<file path="config.mk">
export PLATFORM = sky130hd
export DESIGN_NAME = crc_acc_top
export DESIGN_NICKNAME = d
export VERILOG_FILES = /design/src/rtl/crc_acc_pkg.sv /design/src/rtl/crc_in_xform.sv /design/src/rtl/crc_unroll.sv /design/src/rtl/crc_acc_top.sv
export SDC_FILE = /design/constraint.sdc
export NUM_CORES = 2
export LEC_CHECK = 0
export ABC_AREA = 1
export BUFFER_PORTS_ARGS = -buffer_cell sky130_fd_sc_hd__buf_2
export CAP_MARGIN = 0
export CORE_ASPECT_RATIO = 1.1
export CORE_MARGIN = 2
export CORE_UTILIZATION = 40
export CTS_CLUSTER_SIZE = 25
export DETAILED_ROUTE_END_ITERATION = 8
export GPL_ROUTABILITY_DRIVEN = 0
export PLACE_DENSITY = 0.52
export SLEW_MARGIN = 30
export SYNTH_ARGS = -nofsm -noshare
export SYNTH_HDL_FRONTEND = slang
export SYNTH_HIERARCHICAL = 1
export SYNTH_SLANG_ARGS = --single-unit
</file>
<file path="constraint.sdc">
create_clock -name clk_i -period 13.9 [get_ports clk_i]
set_clock_uncertainty 0.05 [all_clocks]
set_input_delay 2.78 -clock clk_i [delete_from_list [all_inputs] [get_ports clk_i]]
set_output_delay 2.78 -clock clk_i [all_outputs]
set_load 0.01 [all_outputs]
</file>
<file path="src/rtl/crc_acc_pkg.sv">
package crc_acc_pkg;
  localparam int unsigned WORD_W = 32;
  localparam int unsigned LANES  = WORD_W / 8;

  localparam int unsigned OFS_DATA = 'h00;
  localparam int unsigned OFS_CTRL = 'h08;
  localparam int unsigned OFS_SEED = 'h10;
  localparam int unsigned OFS_POLY = 'h14;

  typedef enum logic [1:0] {
    REV_NONE = 2'b00,
    REV_BYTE = 2'b01,
    REV_RSVD = 2'b10,
    REV_WORD = 2'b11
  } rev_mode_e;

  function automatic logic [WORD_W-1:0] bit_rev(logic [WORD_W-1:0] v);
    logic [WORD_W-1:0] r;
    for (int i = 0; i < WORD_W; i++) r[i] = v[WORD_W-1-i];
    return r;
  endfunction
endpackage

</file>
<file path="src/rtl/crc_in_xform.sv">
module crc_in_xform
  import crc_acc_pkg::*;
#(
  parameter int unsigned W = 32
) (
  input  logic [W-1:0] data_i,
  input  rev_mode_e    mode_i,
  output logic [W-1:0] word_o,
  output logic [7:0]   byte_o
);
  localparam int unsigned NB = W / 8;

  logic [W-1:0] lane_rev;
  logic [W-1:0] full_rev;

  for (genvar g = 0; g < W; g++) begin : g_full
    assign full_rev[g] = data_i[W-1-g];
  end

  for (genvar b = 0; b < NB; b++) begin : g_lane
    for (genvar k = 0; k < 8; k++) begin : g_bit
      assign lane_rev[b*8+k] = data_i[b*8+7-k];
    end
  end

  always_comb begin
    case (mode_i)
      REV_BYTE: word_o = lane_rev;
      REV_WORD: word_o = full_rev;
      default:  word_o = data_i;
    endcase
    // single-byte ops: either reversal mode mirrors the byte
    byte_o = (mode_i == REV_BYTE || mode_i == REV_WORD) ? lane_rev[7:0] : data_i[7:0];
  end
endmodule

</file>
<file path="src/rtl/crc_unroll.sv">
module crc_unroll #(
  parameter int unsigned W = 32,
  parameter int unsigned N = 32
) (
  input  logic [W-1:0] crc_i,
  input  logic [W-1:0] poly_i,
  input  logic [N-1:0] data_i,
  output logic [W-1:0] crc_o
);
  always_comb begin
    logic [W-1:0] c;
    logic         fb;
    c = crc_i;
    for (int s = N - 1; s >= 0; s--) begin
      fb = c[W-1] ^ data_i[s];
      c  = {c[W-2:0], 1'b0} ^ ({W{fb}} & poly_i);
    end
    crc_o = c;
  end
endmodule

</file>
<file path="src/rtl/crc_acc_top.sv">
module crc_acc_top
  import crc_acc_pkg::*;
#(
  parameter int unsigned ADDR_W   = 8,
  parameter logic [31:0] SEED_RST = 32'hFFFF_FFFF,
  parameter logic [31:0] POLY_RST = 32'h04C1_1DB7
) (
  input  logic              clk_i,
  input  logic              rst_ni,
  input  logic              req_i,
  input  logic              we_i,
  input  logic [ADDR_W-1:0] addr_i,
  input  logic [LANES-1:0]  be_i,
  input  logic [WORD_W-1:0] wdata_i,
  output logic [WORD_W-1:0] rdata_o
);
  localparam logic [LANES-1:0] BE_WORD = {LANES{1'b1}};
  localparam logic [LANES-1:0] BE_BYTE = LANES'(1);

  logic wr, rd;
  logic sel_data, sel_ctrl, sel_seed, sel_poly;
  logic load, word_op, byte_op;
  logic [WORD_W-1:0] lane_mask;

  rev_mode_e         mode_q;
  logic              out_rev_q;
  logic [WORD_W-1:0] seed_q, poly_q, acc_q, acc_d;
  logic [WORD_W-1:0] x_word, nxt_word, nxt_byte;
  logic [7:0]        x_byte;

  assign wr       = req_i & we_i;
  assign rd       = req_i & ~we_i;
  assign sel_data = (addr_i == ADDR_W'(OFS_DATA));
  assign sel_ctrl = (addr_i == ADDR_W'(OFS_CTRL));
  assign sel_seed = (addr_i == ADDR_W'(OFS_SEED));
  assign sel_poly = (addr_i == ADDR_W'(OFS_POLY));

  assign load    = wr & sel_ctrl & be_i[0] & wdata_i[0];
  assign word_op = wr & sel_data & (be_i == BE_WORD);
  assign byte_op = wr & sel_data & (be_i == BE_BYTE);

  for (genvar b = 0; b < LANES; b++) begin : g_mask
    assign lane_mask[b*8 +: 8] = {8{be_i[b]}};
  end

  crc_in_xform #(.W(WORD_W)) u_xform (
    .data_i (wdata_i),
    .mode_i (mode_q),
    .word_o (x_word),
    .byte_o (x_byte)
  );

  crc_unroll #(.W(WORD_W), .N(WORD_W)) u_step_word (
    .crc_i  (acc_q),
    .poly_i (poly_q),
    .data_i (x_word),
    .crc_o  (nxt_word)
  );

  crc_unroll #(.W(WORD_W), .N(8)) u_step_byte (
    .crc_i  (acc_q),
    .poly_i (poly_q),
    .data_i (x_byte),
    .crc_o  (nxt_byte)
  );

  always_comb begin
    if (load)         acc_d = seed_q;
    else if (word_op) acc_d = nxt_word;
    else if (byte_op) acc_d = nxt_byte;
    else              acc_d = acc_q;
  end

  always_ff @(posedge clk_i or negedge rst_ni) begin
    if (!rst_ni) begin
      mode_q    <= REV_NONE;
      out_rev_q <= 1'b0;
      seed_q    <= SEED_RST;
      poly_q    <= POLY_RST;
      acc_q     <= SEED_RST;
    end else begin
      acc_q <= acc_d;
      if (wr && sel_ctrl && be_i[0]) begin
        mode_q    <= rev_mode_e'(wdata_i[6:5]);
        out_rev_q <= wdata_i[7];
      end
      if (wr && sel_seed) seed_q <= (seed_q & ~lane_mask) | (wdata_i & lane_mask);
      if (wr && sel_poly) poly_q <= (poly_q & ~lane_mask) | (wdata_i & lane_mask);
    end
  end

  always_comb begin
    rdata_o = '0;
    if (rd) begin
      if (sel_data)      rdata_o = out_rev_q ? bit_rev(acc_q) : acc_q;
      else if (sel_ctrl) rdata_o[7:5] = {out_rev_q, mode_q};
      else if (sel_seed) rdata_o = seed_q;
      else if (sel_poly) rdata_o = poly_q;
    end
  end

  a_r3_load_takes_seed: assert property (@(posedge clk_i) disable iff (!rst_ni)
    load |=> acc_q == $past(seed_q));

  a_r5_word_single_clock: assert property (@(posedge clk_i) disable iff (!rst_ni)
    word_op |=> acc_q == $past(nxt_word));

  a_r6_idle_holds_acc: assert property (@(posedge clk_i) disable iff (!rst_ni)
    !(load || word_op || byte_op) |=> $stable(acc_q));

  a_r10_poly_only_by_write: assert property (@(posedge clk_i) disable iff (!rst_ni)
    !(wr && sel_poly) |=> $stable(poly_q));

  a_r3_cmd_bit_reads_zero: assert property (@(posedge clk_i) disable iff (!rst_ni)
    (rd && sel_ctrl) |-> rdata_o[0] == 1'b0);

  a_r7_out_rev_mirror: assert property (@(posedge clk_i) disable iff (!rst_ni)
    (rd && sel_data && out_rev_q) |-> (rdata_o[31] == acc_q[0] && rdata_o[0] == acc_q[31]));
endmodule

</file>
# --- Yosys cells after proc, flatten, opt, wreduce, memory -nomap -nowiden ---
# Cells that the tools add are included.
word_totals:
  regBits: 99
op_classes:
  n_eq_ne: 7
  mux: 13
  bitwise_logic: 135
  n_reduce_logical: 7
ops:
  columns: ["op", "n"]
  rows:
  - ["$and 32x32->32", 43]
  - ["$xor 32x32->32", 40]
  - ["$mux 32", 8]
  - ["$or 32x32->32", 2]
  - ["$pmux 32 s2", 1]
  - ["$xor 1x1->1", 40]
  - ["$not 32->32", 1]
  - ["$mux 24", 1]
  - ["$eq 8x5->1 const B", 2]
  - ["$and 1x1->1", 8]
  - ["$eq 8x4->1 const B", 1]
  - ["$logic_not 8->1", 1]
  - ["$mux 8", 1]
  - ["$mux 5", 1]
  - ["$eq 4x1->1 const B", 1]
  - ["$eq 4x4->1 const B", 1]
  - ["$logic_and 1x1->1", 4]
  - ["$mux 3", 1]
  - ["$reduce_bool 3->1", 1]
  - ["$eq 2x1->1 const B", 1]
  - ["$eq 2x2->1 const B", 1]
  - ["$logic_or 1x1->1", 1]
  - ["$not 1->1", 1]

# --- Logic depth before layout (Yosys ltp) ---
depth:
  word_depth: 100
  ltp_mapped: 115
  mapped_depth_nobuf: 109

# --- By module ---
# The synthesis kept the hierarchy.
by_module_without_submodules:
  columns: ["mod", "instances", "cells_each", "area_each_um2"]
  rows:
  - ["crc_unroll at u_step_word", 1, 3276, 18385.1]
  - ["crc_acc_top", 1, 950, 6366.1]
  - ["crc_unroll at u_step_byte", 1, 996, 4867.2]
  - ["crc_in_xform", 1, 164, 832.0]

# --- Least setup slack after synthesis ---
# OpenSTA, ideal clock, no wires.
synth_timing:
  path_kind: "input to register"
  start: "input port wdata_i[0]"
  end: "register acc_q[11]"
  setup_ps: 60
  t_arrival_ps: 11421
  t_required_ps: 13790
  slack_ps: 2369
  path_stages: 101
  n_path_buf: 4
  cell_sequence: "nand3_1 > nand3_1 > inv_1 > nand2_1 > nand2_2 > nand3_2 > nand2_4 > nand3_1 > nand2_1 > nor2_1 > nand2_2 > nand2_2 > nor2_1 > nand2_1 > nand2_2 > clkinv_1 > nand2_2 > nand2_1 > [... 65 more ...] > nand2_1 > nand2_2 > nand2_2 > inv_2 > nor2_8 > nand2_1 > nand2_1 > nand2_2 > nand2_2 > inv_4 > nor2_8 > buf_8 > nand3_2 > nand2_1 > nand4_1 > nand3_1 > nand2_1 > nand2_1"
synth_via:
  elab_chain_cells: 99
synth_rtl:
  columns: ["item", "line_no", "source"]
  rows:
  - ["from (decl)", "crc_acc_top.sv:14", "input logic [WORD_W-1:0] wdata_i,"]
  - ["$pmux 32 s2 (*)", "crc_in_xform.sv:27", "case (mode_i)"]
  - ["named net x_word[31]", "crc_acc_top.sv:28", "logic [WORD_W-1:0] x_word, nxt_word, nxt_byte;"]
  - ["$xor 1x1->1 (*)", "crc_unroll.sv:15", "fb = c[W-1] ^ data_i[s];"]
  - ["$and 32x32->32 (*)", "crc_unroll.sv:16", "c = {c[W-2:0], 1'b0} ^ ({W{fb}} & poly_i);"]
  - ["$xor 32x32->32 (*)", "crc_unroll.sv:16", null]
  - ["$xor 1x1->1", "crc_unroll.sv:15", null]
  - ["$and 32x32->32", "crc_unroll.sv:16", null]
  - ["$xor 32x32->32 (*)", "crc_unroll.sv:16", null]
  - ["[... 85 more ...]", null, null]
  - ["$and 32x32->32", "crc_unroll.sv:16", null]
  - ["$xor 32x32->32 (*)", "crc_unroll.sv:16", null]
  - ["$xor 1x1->1", "crc_unroll.sv:15", null]
  - ["$and 32x32->32", "crc_unroll.sv:16", null]
  - ["$xor 32x32->32 (*)", "crc_unroll.sv:16", null]
  - ["named net nxt_word[11]", "crc_acc_top.sv:28", null]
  - ["$mux 32 (*)", "crc_acc_top.sv:69", "else if (word_op) acc_d = nxt_word;"]
  - ["$mux 32 (*)", "crc_acc_top.sv:68", "if (load) acc_d = seed_q;"]
  - ["to (signal assigned)", "crc_acc_top.sv:80", "acc_q <= SEED_RST;"]
  - ["to (signal assigned)", "crc_acc_top.sv:82", "acc_q <= acc_d;"]
  - ["to (decl)", "crc_acc_top.sv:27", "logic [WORD_W-1:0] seed_q, poly_q, acc_q, acc_d;"]
# Mark *: on every way through the listed nets, which the timed path passes. The rest lies on a longest branch. The select of a mux whose other input is x is not followed.
# A chain may end at the register's enable or synchronous reset.

# --- Final worst setup path ---
layout_timing:
  start: "input port wdata_i[31]"
  end: "register acc_q[26]"
# The elaborated chain is that of the path after synthesis.

==> impl_metrics.yaml <==
outcome:
  status: "finished clean"
yosys:
  syn_avg_cell_area_um2: 5.65
  synthTopCellsByCount: "nand2_1, nor2_1, xnor2_1"
  ys_warn_count: 6
  synthArstFlopShare_pct: 100
  synth_cells: 5386
  ys_types: 41
  synth_most_common_cell: "nand2_1"
  synth.largest_area_cell: "nand2_1"
  synth_top_cell_area_share_pct: 20.7
  synth_top_cells_by_area: "nand2_1, xnor2_1, nor2_1, xor2_1, dfstp_2"
  syn-cell-area_um2: 30500
  synth_edf_count: 0
  synth_nets: 5434
  ys_seq_area_share_pct: 8.46
  synth_seq_cells: 99
  ys.flop_type: "dfstp_2"
power_and_ir_drop:
  clkPwrFrac_pct: 18.5
  pwr-share-seq_pct: 21.4
  combPwrFrac_pct: 60.2
  swShare_pct: 49.9
  p_leak_nw: 13.7
  power.density_nw_per_um2: 44.5
  switchingPower_mw: 0.704
  p_int_mw: 0.708
  peakVddDrop_uv: 74.1
cells_and_area:
  area_growth_pct: 4.27
  antenna_cells: 0
  nets: 5323
  nFillCells: 8295
  multi_input_area_um2: 23700
  drive_above_1_share_pct: 11.8
  stdcell_area_um2: 31800
  seq_area_um2: 2580
clocking:
  ctsHtreeMaxLevel: 3
  clkTransAtPathRegs_ps: 80
  cts-root-buf: "clkbuf_16"
  clock_latency_ps: 390
  cts_buffers: 9
  cts_hold_buf: 0
  clk_path_buf_depth: 2
  cts_tree: "done"
  clock-sinks: 99
sta:
  fin_hold_ws_ps: 427
  finalSetupViolCount: 0
  min_period_ps: 12830
  max_freq_ghz: 0.0780
  tightestPinTransition_ps: 990
  max-slew-margin-rel_pct: 34.0
  hold_viol_final: 0
  period_share_pct: 92.3
  setup_tns_ps: 0
  slew_violations: 0
global_route:
  antenna_found_initial: 2
  grt_pass1_vias: 28800
  grt.total_usage_pct: 29.3
  grt-ovfl-total: 0
  grt_first_pass_wirelength_um: 178000
  grt_max_degree: 67
routing:
  first_pass_iters: 6
  drc: 0
  wire_per_inst_um: 18.4
  routed-via-count: 31400
  ant_nets: 0
  drt-vias-per-instance: 4.98
  drtIter0Drc: 2779
  drt_wl_total_um: 116000
critical_path:
  rr_endpoint: "acc_q[26]"
  worst_path_most_repeated_cell: "nand2_1"
  path_class: "input pin to flip-flop"
  cp.required_ps: 14180
  r2r_cells: 83
  endpoint: "acc_q[26]"
  cp_slowest_cell: "xor2_1"
  crit_path_start: "wdata_i[31]"
  startpoint_type: "input pin"
  cpPeakStageDelay_ps: 390
  critPathCaptureType: "flip-flop"
  path_max_fanout: 26
  r2r-start: "mode_q[0]"
  cp.arrival_ps: 13110
  reg2reg_slack_ps: 2360
floorplanning:
  die_h_um: 293
  design.die.area_um2: 78400
  die-width_um: 267
  placeableCoreArea_um2: 75700
  start_util_pct: 40.2
  rows: 106
  io_pins: 80
placement:
  portBuffers: 79
  place_area_um2: 31000
  dp_hpwl_um: 83700
flow_run:
  max_cap_viol_count: 0
worst_hold_path:
  whs_path_depth: 2
  hold_path_class: "flip-flop to flip-flop"
[cell usage in the layout (no fill, tap or decap), drive strengths merged]
master / count
a21oi: 3
o21ai: 170
nand2: 1781
nor2: 849
nand3: 456
nand4: 83
nor3b: 1
clkbuf: 13
xor2: 261
xnor2: 704
or2: 3
inv: 549
buf: 191
nand3b: 8
o211ai: 31
nand2b: 1
clkinv: 75
nor3: 2
dfstp: 78
dfrtp: 21
[critical path, delay by kind of cell]
family	cells	cell delay [ps]
XOR/XNOR	5	1470
buffers and inverters	11	1220
AND/OR/NAND/NOR	66	7340
AO/OA/AOI/OAI	2	240
[stage by stage]
| stage | instances | setup WS, ps | utilization, % | total power, mW |
|---|---|---|---|---|
| after floorplan | 5386 | 2370 | - | 0.933 |
| after global placement | 6280 | 424 | 40.9 | 1.11 |
| after detailed placement | 6280 | 329 | 40.9 | 1.11 |
| after CTS | 6296 | 690 | 41.2 | 1.38 |
| after global routing | 6306 | -57.7 | 41.9 | 1.51 |
| final | 6306 | 1070 | 41.9 | 1.41 |
[area by class of cell]
class                   count  area share [%]
multi-input cells        4353            74.7
flip-flops and latches     99            8.14
inverters                 619            7.35
repair buffers            193            4.91
well taps                1026            4.04
clock buffers              11           0.733
clock inverters             5           0.138
[worst min-delay path by stage]
stage	slack, ps	end	startpoint
finish	430	flip-flop	flip-flop
global route	440	flip-flop	flip-flop
CTS	430	flip-flop	flip-flop
detailed placement	420	flip-flop	flip-flop
global placement	410	flip-flop	flip-flop
floorplan	400	flip-flop	flip-flop
[kinds of logic after synthesis]
| group | after synthesis | synth area share, % |
|---|---|---|
| XOR/XNOR | 965 | 27.8 |
| AND/OR/NAND/NOR | 3184 | 45.9 |
| flip-flops | 99 | 8.46 |
| AO/OA/AOI/OAI | 204 | 3.63 |
| buffers and inverters | 934 | 14.3 |
[power groups by stage]
stage	clock (mW)	sequential, mW	combinational, mW
after floorplan	0	0.301	0.631
after global placement	0	0.306	0.804
after detailed placement	0	0.306	0.806
after CTS	0.263	0.302	0.811
after global routing	0.273	0.302	0.931
final	0.261	0.302	0.850
[layer usage]
| metal | vias up | wire (µm) | GRT usage, % |
|---|---|---|---|
| met3 | 226 | 6710 | 2.19 |
| met5 | - | 27 | 0 |
| li1 | 16000 | - | - |
| met2 | 1031 | 52700 | 48.5 |
| met1 | 14200 | 51500 | 39.5 |
| met4 | 4 | 5230 | 11.1 |
[what timing repair did]
action / CTS / global route
resized for setup: 0 / 104
setup buffers: 0 / 7
setup endpoints to repair: 0 / 32
Note: power is estimated with default switching activity, not from simulation.
